## src/rtl/ymx_pkg.sv

```systemverilog
package ymx_pkg;
    localparam int PW    = 3;
    localparam int GROUP = 1 << PW;

    typedef enum logic [PW-1:0] {
        FMT_888 = 3'd0,
        FMT_844 = 3'd1,
        FMT_822 = 3'd2,
        FMT_811 = 3'd3,
        FMT_488 = 3'd4,
        FMT_444 = 3'd5,
        FMT_422 = 3'd6,
        FMT_411 = 3'd7
    } fmt_e;
endpackage

```

## src/rtl/ymx_phase.sv

```systemverilog
module ymx_phase
    import ymx_pkg::*;
(
    input  logic          clk,
    input  logic          rst_n,
    input  logic          sync_in,
    output logic [PW-1:0] ph
);
    typedef struct packed {
        logic          sync;
        logic [PW-1:0] cnt;
    } st_t;

    st_t st_d, st_q;
    logic rise;

    always_comb begin
        rise      = sync_in & ~st_q.sync;
        ph        = rise ? '0 : st_q.cnt;
        st_d.sync = sync_in;
        st_d.cnt  = PW'(ph + 1'b1);
    end

    always_ff @(posedge clk) begin
        if (!rst_n) st_q <= '0;
        else        st_q <= st_d;
    end

    // a rising sync restarts the group, so the following phase is 1
    a_r9_restart: assert property (@(posedge clk) disable iff (!rst_n)
        (sync_in && !st_q.sync) |=> (st_q.cnt == PW'(1)));
    // without a rising sync the counter advances modulo 8
    a_r9_freerun: assert property (@(posedge clk) disable iff (!rst_n)
        !(sync_in && !st_q.sync) |=> (st_q.cnt == PW'($past(st_q.cnt) + 1'b1)));
endmodule

```

## src/rtl/ymx_capture.sv

```systemverilog
module ymx_capture
    import ymx_pkg::*;
#(
    parameter int DW = 8
) (
    input  logic                       clk,
    input  logic                       rst_n,
    input  logic [PW-1:0]              ph,
    input  logic [DW-1:0]              y_in,
    input  logic [DW-1:0]              u_in,
    input  logic [DW-1:0]              v_in,
    output logic [GROUP-1:0][DW-1:0]   hold_y,
    output logic [GROUP-1:0][DW-1:0]   hold_u,
    output logic [GROUP-1:0][DW-1:0]   hold_v
);
    typedef struct packed {
        logic [GROUP-1:0][DW-1:0] cy;
        logic [GROUP-1:0][DW-1:0] cu;
        logic [GROUP-1:0][DW-1:0] cv;
        logic [GROUP-1:0][DW-1:0] hy;
        logic [GROUP-1:0][DW-1:0] hu;
        logic [GROUP-1:0][DW-1:0] hv;
    } st_t;

    st_t st_d, st_q;

    always_comb begin
        st_d = st_q;
        st_d.cy[ph] = y_in;
        st_d.cu[ph] = u_in;
        st_d.cv[ph] = v_in;
        if (ph == PW'(GROUP-1)) begin
            st_d.hy = st_d.cy;
            st_d.hu = st_d.cu;
            st_d.hv = st_d.cv;
        end
    end

    always_ff @(posedge clk) begin
        if (!rst_n) st_q <= '0;
        else        st_q <= st_d;
    end

    assign hold_y = st_q.hy;
    assign hold_u = st_q.hu;
    assign hold_v = st_q.hv;

    // the bank is refreshed at the last phase, with the final sample in place
    a_r10_bank_swap: assert property (@(posedge clk) disable iff (!rst_n)
        (ph == PW'(GROUP-1)) |=> (hold_y[GROUP-1] == $past(y_in)));
    // the bank stays stable at every other phase
    a_r10_bank_hold: assert property (@(posedge clk) disable iff (!rst_n)
        (ph != PW'(GROUP-1)) |=> ($stable(hold_u) && $stable(hold_v)));
endmodule

```

## src/rtl/ymx_sched.sv

```systemverilog
module ymx_sched
    import ymx_pkg::*;
#(
    parameter int DW = 8
) (
    input  logic                       clk,
    input  logic                       rst_n,
    input  logic [PW-1:0]              fmt_sel,
    input  logic [PW-1:0]              ph,
    input  logic [GROUP-1:0][DW-1:0]   hold_y,
    input  logic [GROUP-1:0][DW-1:0]   hold_u,
    input  logic [GROUP-1:0][DW-1:0]   hold_v,
    output logic [DW-1:0]              port_a,
    output logic [DW-1:0]              port_b,
    output logic [DW-1:0]              port_c,
    output logic [DW-1:0]              oe_a,
    output logic [DW-1:0]              oe_b,
    output logic [DW-1:0]              oe_c
);
    localparam int QW   = DW / 4;
    localparam int HALF = DW / 2;

    typedef struct packed {
        logic [DW-1:0] a;
        logic [DW-1:0] b;
        logic [DW-1:0] c;
        logic [DW-1:0] ea;
        logic [DW-1:0] eb;
        logic [DW-1:0] ec;
    } out_t;

    out_t o_d, o_q;
    fmt_e fmt;
    logic [PW-1:0] pe;
    logic [PW-1:0] sidx;
    logic [1:0]    step;
    logic [QW-1:0] u_sl, v_sl;

    always_comb begin
        fmt  = fmt_e'(fmt_sel);
        pe   = {ph[PW-1:1], 1'b0};
        sidx = '0;
        step = ph[1:0];
        if (fmt == FMT_822) begin
            sidx = {ph[2], 2'b00};
            step = ph[1:0];
        end else begin
            sidx = '0;
            step = ph[2:1];
        end
        u_sl = QW'(hold_u[sidx] >> (DW - QW - QW * int'(step)));
        v_sl = QW'(hold_v[sidx] >> (DW - QW - QW * int'(step)));

        o_d    = '0;
        o_d.ea = '1;
        o_d.a  = fmt_sel[2] ? hold_y[pe] : hold_y[ph];
        unique case (fmt)
            FMT_888, FMT_488: begin
                o_d.b  = hold_u[ph];
                o_d.c  = hold_v[ph];
                o_d.eb = '1;
                o_d.ec = '1;
            end
            FMT_844: begin
                o_d.b  = ph[0] ? hold_v[pe] : hold_u[pe];
                o_d.eb = '1;
            end
            FMT_444: begin
                o_d.b  = hold_u[pe];
                o_d.c  = hold_v[pe];
                o_d.eb = '1;
                o_d.ec = '1;
            end
            FMT_822, FMT_811, FMT_411: begin
                o_d.b  = {u_sl, v_sl, {HALF{1'b0}}};
                o_d.eb = {{HALF{1'b1}}, {HALF{1'b0}}};
            end
            FMT_422: begin
                o_d.b  = ph[1] ? hold_v[{ph[2], 2'b00}] : hold_u[{ph[2], 2'b00}];
                o_d.c  = ph[0] ? hold_y[pe]
                       : (ph[1] ? hold_v[{ph[2], 2'b00}] : hold_u[{ph[2], 2'b00}]);
                o_d.eb = '1;
                o_d.ec = '1;
            end
            default: o_d = '0;
        endcase
    end

    always_ff @(posedge clk) begin
        if (!rst_n) o_q <= '0;
        else        o_q <= o_d;
    end

    assign port_a = o_q.a;
    assign port_b = o_q.b;
    assign port_c = o_q.c;
    assign oe_a   = o_q.ea;
    assign oe_b   = o_q.eb;
    assign oe_c   = o_q.ec;

    // port A is always fully driven once out of reset
    a_r2_port_a_on: assert property (@(posedge clk) disable iff (!rst_n)
        1'b1 |=> (oe_a == '1));
    // port C floats in 8:4:4
    a_r4_c_off: assert property (@(posedge clk) disable iff (!rst_n)
        (fmt_sel == 3'd1) |=> (oe_c == '0));
    // the slice formats drive only the upper half of port B
    a_r6_low_half_off: assert property (@(posedge clk) disable iff (!rst_n)
        (fmt_sel == 3'd2 || fmt_sel == 3'd3 || fmt_sel == 3'd7)
        |=> (oe_b == {{HALF{1'b1}}, {HALF{1'b0}}} && oe_c == '0));
    // undriven bits carry zero on every port
    a_r11_off_bits_zero: assert property (@(posedge clk) disable iff (!rst_n)
        ((port_b & ~oe_b) == '0) && ((port_c & ~oe_c) == '0));
endmodule

```

## src/rtl/yuv_port_mux.sv

```systemverilog
module yuv_port_mux
    import ymx_pkg::*;
#(
    parameter int DW = 8
) (
    input  logic          clk,
    input  logic          rst_n,
    input  logic [2:0]    fmt_sel,
    input  logic          sync_in,
    input  logic [DW-1:0] y_in,
    input  logic [DW-1:0] u_in,
    input  logic [DW-1:0] v_in,
    output logic [DW-1:0] port_a,
    output logic [DW-1:0] port_b,
    output logic [DW-1:0] port_c,
    output logic [DW-1:0] oe_a,
    output logic [DW-1:0] oe_b,
    output logic [DW-1:0] oe_c
);
    logic [PW-1:0]            ph;
    logic [GROUP-1:0][DW-1:0] hy, hu, hv;

    ymx_phase u_phase (
        .clk     (clk),
        .rst_n   (rst_n),
        .sync_in (sync_in),
        .ph      (ph)
    );

    ymx_capture #(.DW(DW)) u_capture (
        .clk    (clk),
        .rst_n  (rst_n),
        .ph     (ph),
        .y_in   (y_in),
        .u_in   (u_in),
        .v_in   (v_in),
        .hold_y (hy),
        .hold_u (hu),
        .hold_v (hv)
    );

    ymx_sched #(.DW(DW)) u_sched (
        .clk     (clk),
        .rst_n   (rst_n),
        .fmt_sel (fmt_sel),
        .ph      (ph),
        .hold_y  (hy),
        .hold_u  (hu),
        .hold_v  (hv),
        .port_a  (port_a),
        .port_b  (port_b),
        .port_c  (port_c),
        .oe_a    (oe_a),
        .oe_b    (oe_b),
        .oe_c    (oe_c)
    );
endmodule

```

## config.mk

```make
export PLATFORM = sky130hd
export DESIGN_NAME = yuv_port_mux
export DESIGN_NICKNAME = d
export VERILOG_FILES = /design/src/rtl/ymx_pkg.sv /design/src/rtl/ymx_phase.sv /design/src/rtl/ymx_capture.sv /design/src/rtl/ymx_sched.sv /design/src/rtl/yuv_port_mux.sv
export SDC_FILE = /design/constraint.sdc
export NUM_CORES = 1
export LEC_CHECK = 0
export ABC_AREA = 1
export BUFFER_PORTS_ARGS = -buffer_cell sky130_fd_sc_hd__buf_2
export CAP_MARGIN = 5
export CORE_ASPECT_RATIO = 0.6
export CORE_MARGIN = 3
export CORE_UTILIZATION = 59
export CTS_CLUSTER_DIAMETER = 150
export DETAILED_ROUTE_END_ITERATION = 10
export HOLD_SLACK_MARGIN = 0.1
export PLACE_DENSITY = 0.74
export SYNTH_ARGS = -nofsm -noshare
export SYNTH_HDL_FRONTEND = slang
export SYNTH_SLANG_ARGS = --single-unit
export TNS_END_PERCENT = 20
```

## constraint.sdc

```tcl
create_clock -name clk -period 5.2 [get_ports clk]
set_input_delay 0.26 -clock clk [delete_from_list [all_inputs] [get_ports clk]]
set_output_delay 0.26 -clock clk [all_outputs]
set_load 0.005 [all_outputs]
```

==> metrics.yaml, run 1 <==
outcome:
  outcome: "completed"
layout:
  syn_to_final_growth_pct: 9.97
  final_cells: 3163
  nets: 2757
  num-fill-cells: 2709
  final_layout_size_suffix_gt1_share_pct: 8.02
  fin_util_pct: 67.4
timing:
  tightest_slew_ps: 1050
  fmax_mhz: 308
  layout_min_cycle_time_ps: 3240
  setup_slack_ps: 1960
  relSlewSlack_pct: 29.8
  holdWs_ps: 104
  finalSetupViolCount: 0
  min_period_over_period_pct: 62.4
  finalClockSkew_ps: 22.7
  tns_ps: 0
  slew_viol_final: 0
  rsz0062_at_grt: "no"
  hold_viol: 0
clock_network:
  path_clk_slew_ps: 70
  clock_path_buffers: 3
  cts_sinks: 416
  cts_setup_buffers: 0
  h-tree-depth: 2
  cts_tree: "yes"
  postCtsHoldBufs: 17
  clock_latency_ps: 570
  cts_buffers: 38
  cts-root-buf: "clkbuf_16"
  cts-resized-gates: 0
yosys:
  synth_flop_cell: "dfxtp_1"
  netlist_area_um2: 18800
  synth_area_leader_cell: "dfxtp_1"
  syn_area_per_cell_um2: 6.80
  synth-seq-cells: 416
  ys_types: 31
  yosysSeqAreaShare_pct: 44.4
  synth.area.top_cells: "dfxtp_1 44%, nand2_1 13%, nor2_1 8.3%"
  syn_nets: 2791
  ys_warn_count: 0
  syn_inst: 2760
  synth-edff-count: 0
  synthArstFlopShare_pct: 0
  synth.top_cell.area_share_pct: 44.4
die:
  die_h_um: 144
  start_util_pct: 61.3
  core-area_um2: 30600
  die_x_um: 236
  rows: 49
  die_area_um2: 34000
  num_io_pins: 78
global_route:
  grt_pass1_wl_um: 92300
  grt_start_max_net_pins: 168
  grtUsageTotal_pct: 34.1
  antenna_found_initial: 1
  grt_pass1_vias: 16400
  grt.overflow.total: 0
placement:
  port_buffers: 77
  hpwlAfterDp_um: 36800
  dpl.cell_count: 3077
  gp_congestion: 1.01
  pre_cts_slack_ps: 2080
setup_path:
  critical_path_required_ps: 5640
  crit_start: "u_phase.st_q[3]$_SDFF_PN0_"
  criticalPathCategory: "register to register"
  end_kind: "register"
  cp-endpoint: "u_capture.hold_v[24]$_SDFFE_PN0N_"
  setup.worst_path.start_class: "register"
  r2r_start: "u_phase.st_q[3]$_SDFF_PN0_"
  rrSetupSlack_ps: 1960
  cp.arrival_ps: 3690
  r2r_cells: 12
  rr_endpoint: "u_capture.hold_v[24]$_SDFFE_PN0N_"
  critical_path_peak_fanout: 39
run:
  maxCapViolations: 0
drt:
  via_per_inst: 5.67
  drcViolationCount: 0
  ant_nets: 0
  drt-initial-drc-count: 2250
  first_pass_iters: 6
  finalWirelength_um: 58600
  avgRoutedWirePerCell_um: 18.5
  num_vias: 17900
power:
  vdd_ir_drop_max_mv: 0.250
  p_per_area_nw_per_um2: 332
  p_leak_nw: 10.1
worst_hold_path:
  hold_class: "input port to register"
worst min-delay path by stage:
stage	start	end	slack, ps	cells after the start
after floorplan	rst_n	u_sched.oe_a[6]$_DFF_P_	290	0
after global placement	u_capture.st_q[335]$_SDFF_PN0_	u_capture.st_q[335]$_SDFF_PN0_	460	2
after detailed placement	u_capture.st_q[193]$_SDFF_PN0_	u_capture.st_q[193]$_SDFF_PN0_	460	2
after CTS	u_in[2]	u_capture.st_q[274]$_SDFF_PN0_	100	4
after global routing	u_in[2]	u_capture.st_q[274]$_SDFF_PN0_	140	4
final	u_in[2]	u_capture.st_q[274]$_SDFF_PN0_	100	4
power by group:
part / internal (mW) / leakage (nW) / total (mW) / switching, mW
registers: 3.24 / 3.37 / 3.26 / 0.0201
logic: 0.158 / 6.05 / 0.567 / 0.409
clock network: 1.71 / 0.649 / 3.01 / 1.30
layout by cell type, fill, tap and decap left out, drive strengths merged:
master,n
nand2,671
nor2,417
dfxtp,416
inv,364
o211ai,180
o21ai,171
a21oi,148
buf,112
nand3,104
clkbuf,47
o21a,24
or2,24
dlygate4sd3,17
clkinv,13
nand4,12
nor3,11
nand3b,7
bufinv,5
o22ai,3
clkinvlp,3
and2,2
diode,1
a31oi,1
a22oi,1
ha,1
metrics by stage:
stage / instance area (um^2) / power [mW]
6_report: 20600 / 6.84
5_1_grt: 20600 / 7.04
4_1_cts: 20600 / 6.83
3_5_place_dp: 19100 / 3.87
3_3_place_gp: 19100 / 3.86
2_1_floorplan: 18800 / 3.70
cell families (layout without fill, tap and decap cells):
family | Yosys count | count (layout) | synth area share, %
compound gates | 528 | 528 | 16.9
other cells | 0 | 1 | 0
buf+inv | 567 | 561 | 12.0
simple gates | 1248 | 1248 | 26.6
flops | 416 | 416 | 44.4
fa+ha+maj | 1 | 1 | 0.0667
routing by layer:
| metal | vias up | routed length, um | track usage (%) |
|---|---|---|---|
| met4 | 0 | 1540 | 10.4 |
| met3 | 107 | 6880 | 6.54 |
| met2 | 961 | 23700 | 49.8 |
| met5 | - | 0 | 0 |
| li1 | 8601 | - | - |
| met1 | 8262 | 26500 | 51.0 |
final cells by class:
class / instances / area [um^2] / area share, %
Sequential cell: 416 / 8330 / 40.4
Antenna cell: 1 / 2.50 / 0.0121
Multi-Input combinational cell: 1777 / 8210 / 39.8
Timing Repair Buffer: 129 / 875 / 4.24
Tap cell: 408 / 510 / 2.48
Clock inverter: 21 / 268 / 1.30
Inverter: 364 / 1370 / 6.65
Clock buffer: 47 / 1060 / 5.12
critical path, cell delays in order, from the launching register on:
cell and delay (ps):
dfxtp_1 320, inv_1 110, nand2_4 320, nand2_4 340, nor2_1 310, nand2_4 240
inv_2 570, buf_4 410, nand2_1 90, o21ai_0 120, nand2_1 80, o211ai_1 110
inv_1 60
synthesized netlist by cell type, types with 3 or more instances:
cell type	count
nand4_1	12
buf_1	22
o21ai_1	24
a21oi_1	147
nand2_2	4
o211ai_1	180
inv_1	359
nor2_1	415
dfxtp_1	416
o22ai_1	3
o21a_1	24
inv_2	3
buf_4	20
nand2_4	3
nand2_1	664
clkbuf_1	117
buf_2	44
nor3_1	11
or2_2	22
nand3_1	104
nand3b_1	7
o21ai_0	147
flip-flops by register name, summed over array words and instances, names as in the netlist:
register	flops
u_capture.hold_y	64
u_phase.st_q	4
u_sched.port_a	8
u_sched.oe_a	1
u_capture.st_q	192
u_sched.port_b	8
u_capture.hold_u	64
u_sched.port_c	8
u_sched.oe_c	1
u_sched.oe_b	2
u_capture.hold_v	64
Power figures use the tool's default switching activity.
==> run 2, diff against run 1 <==
clock period = 3.2 ns   (was 5.2 ns; I/O delays follow)
==> run 2 against run 1 <==
- sequential share of layout area shrank 0.50 points
- utilization grew 0.85 points
- global-route usage shrank 0.078 points
- via count shrank 0.22%
- register-to-register slack lost 1500 ps
- die area is the same
- sequential power grew 63%
- critical endpoint is now u_capture.hold_y[63]$_SDFFE_PN0N_
- wire length shrank 0.40%
==> metrics.yaml, run 2 (synthesis results as in run 1) <==
power:
  p_leak_nw: 10.2
  combPwrFrac_pct: 8.7
  p_seq_share_pct: 48.4
  p_sw_mw: 2.78
  power_frac_clock_pct: 42.9
  p_per_area_nw_per_um2: 525
  swShare_pct: 25.4
  p_int_mw: 8.18
  vdd_ir_drop_max_mv: 0.473
clock_network:
  h-tree-depth: 2
  cts-root-buf: "clkbuf_16"
  clock_latency_ps: 550
  cts-resized-gates: 0
  cts_buffers: 39
  clock_path_buffers: 3
  cts_sinks: 416
  cts_tree: "yes"
  path_clk_slew_ps: 70
timing:
  tns_ps: 0
  relSlewSlack_pct: 40.8
  finalSetupViolCount: 0
  layout_min_cycle_time_ps: 2790
  slew_viol_final: 0
  min_period_over_period_pct: 87.3
  rsz0062_at_grt: "no"
  fmax_mhz: 358
  hold_viol: 0
  tightest_slew_ps: 889
  finalClockSkew_ps: 20.0
global_route:
  grtUsageTotal_pct: 34.0
  grt_start_max_net_pins: 147
  antenna_found_initial: 1
  grt_pass1_wl_um: 91600
  grt_pass1_vias: 16400
  grt.overflow.total: 0
drt:
  drt-initial-drc-count: 2363
  num_vias: 17900
  ant_nets: 0
  drcViolationCount: 0
  via_per_inst: 5.60
  avgRoutedWirePerCell_um: 18.3
  finalWirelength_um: 58300
  first_pass_iters: 6
die:
  die_h_um: 144
  die_x_um: 236
  core-area_um2: 30600
  num_io_pins: 78
  die_area_um2: 34000
  start_util_pct: 61.3
  rows: 49
setup_path:
  criticalPathCategory: "register to register"
  crit_path_frequent_cell: "nand2_1"
  cp_slowest_stage_delay_ps: 670
  crit_chain: "nand2_2 -> nor2_2 -> nand2_1 -> inv_1 -> buf_12 -> nand2_1 -> o21ai_0 -> nand2_1 -> o211ai_1 -> inv_1"
  setup.worst_path.start_class: "register"
  end_kind: "register"
  cp.arrival_ps: 3240
  critical_path_required_ps: 3640
  critPathBufInv: 3
  crit_family: "simple AND/OR/NAND/NOR gates"
  critical_path_peak_fanout: 50
  cp_slowest_cell: "dfxtp_1"
placement:
  gp_congestion: 1.03
  port_buffers: 77
  dpl.cell_count: 3097
  hpwlAfterDp_um: 37300
layout:
  num-fill-cells: 2672
  final_cells: 3194
  syn_to_final_growth_pct: 11.4
  layout_common_cells: "660 x nand2_1, 416 x dfxtp_1, 414 x nor2_1"
  final_layout_size_suffix_gt1_share_pct: 8.65
  layout_commonest_cell: "nand2_1"
  antennaDiodeCount: 0
  largest_register: "u_capture.st_q"
  largest_reg_flops: 192
  nets: 2787
worst_hold_path:
  hold_class: "input port to register"
run:
  maxCapViolations: 0
outcome:
  outcome: "completed"
==> run 2: final timing paths <==
check,from,end,slack [ps],cells past startpoint
setup reg to reg,u_phase.st_q[2]$_SDFF_PN0_,u_capture.hold_y[63]$_SDFFE_PN0N_,410,10
setup / recovery,u_phase.st_q[2]$_SDFF_PN0_,u_capture.hold_y[63]$_SDFFE_PN0N_,410,10
hold / removal,u_in[3],u_capture.st_q[275]$_SDFF_PN0_,130,4
hold reg to reg,u_capture.st_q[359]$_SDFF_PN0_,u_capture.st_q[359]$_SDFF_PN0_,480,2
==> run 2: area by class of cell <==
type                    count  area [um^2]  area share, %
repair buffers            158         1180           5.64
multi-input cells        1777         8210           39.3
clock inverters            14          120          0.575
flip-flops and latches    416         8330           39.9
inverters                 364         1370           6.57
clock buffers              57         1160           5.57
well taps                 408          510           2.44
==> run 2: routing by layer <==
| metal | global-route usage, % | vias up | wire length [um] |
|---|---|---|---|
| met5 | 0 | - | 0 |
| met4 | 11.3 | 0 | 1840 |
| met3 | 8.48 | 132 | 6710 |
| met2 | 50.4 | 909 | 24100 |
| met1 | 48.7 | 8192 | 25700 |
| li1 | - | 8659 | - |
==> run 2: power groups by stage <==
stage	registers, mW	clock network [mW]	logic, mW
after detailed placement	5.42	0	0.897
after global routing	5.31	4.95	1.04
after floorplan	5.41	0	0.594
final	5.30	4.71	0.952
after global placement	5.42	0	0.881
after CTS	5.30	4.73	0.927
==> run 2: per-stage QoR <==
step           setup WS, ps  util [%]  area (um^2)  power, mW  hold WS (ps)
3_5_place_dp            579      63.2        19300       6.32           458
5_1_grt                 269      68.3        20900       11.3           133
6_report                408      68.3        20900       11.0           134
2_1_floorplan           812         -        18800       6.01           188
4_1_cts                 484      68.3        20900       11.0           101
3_3_place_gp            708      63.2        19300       6.30           455
==> run 2: what timing repair did <==
action                                 in CTS  in global routing
hold buffers                               26                  0
buffers inserted                            0                  0
endpoints found under the hold margin      93                  0
==> run 2: worst reg2reg max path, cell delays in order, from the launching register on <==
cell,delay (ps)
dfxtp_1,670
nand2_2,350
nor2_2,540
nand2_1,150
inv_1,130
buf_12,260
nand2_1,100
o21ai_0,160
nand2_1,140
o211ai_1,120
inv_1,70
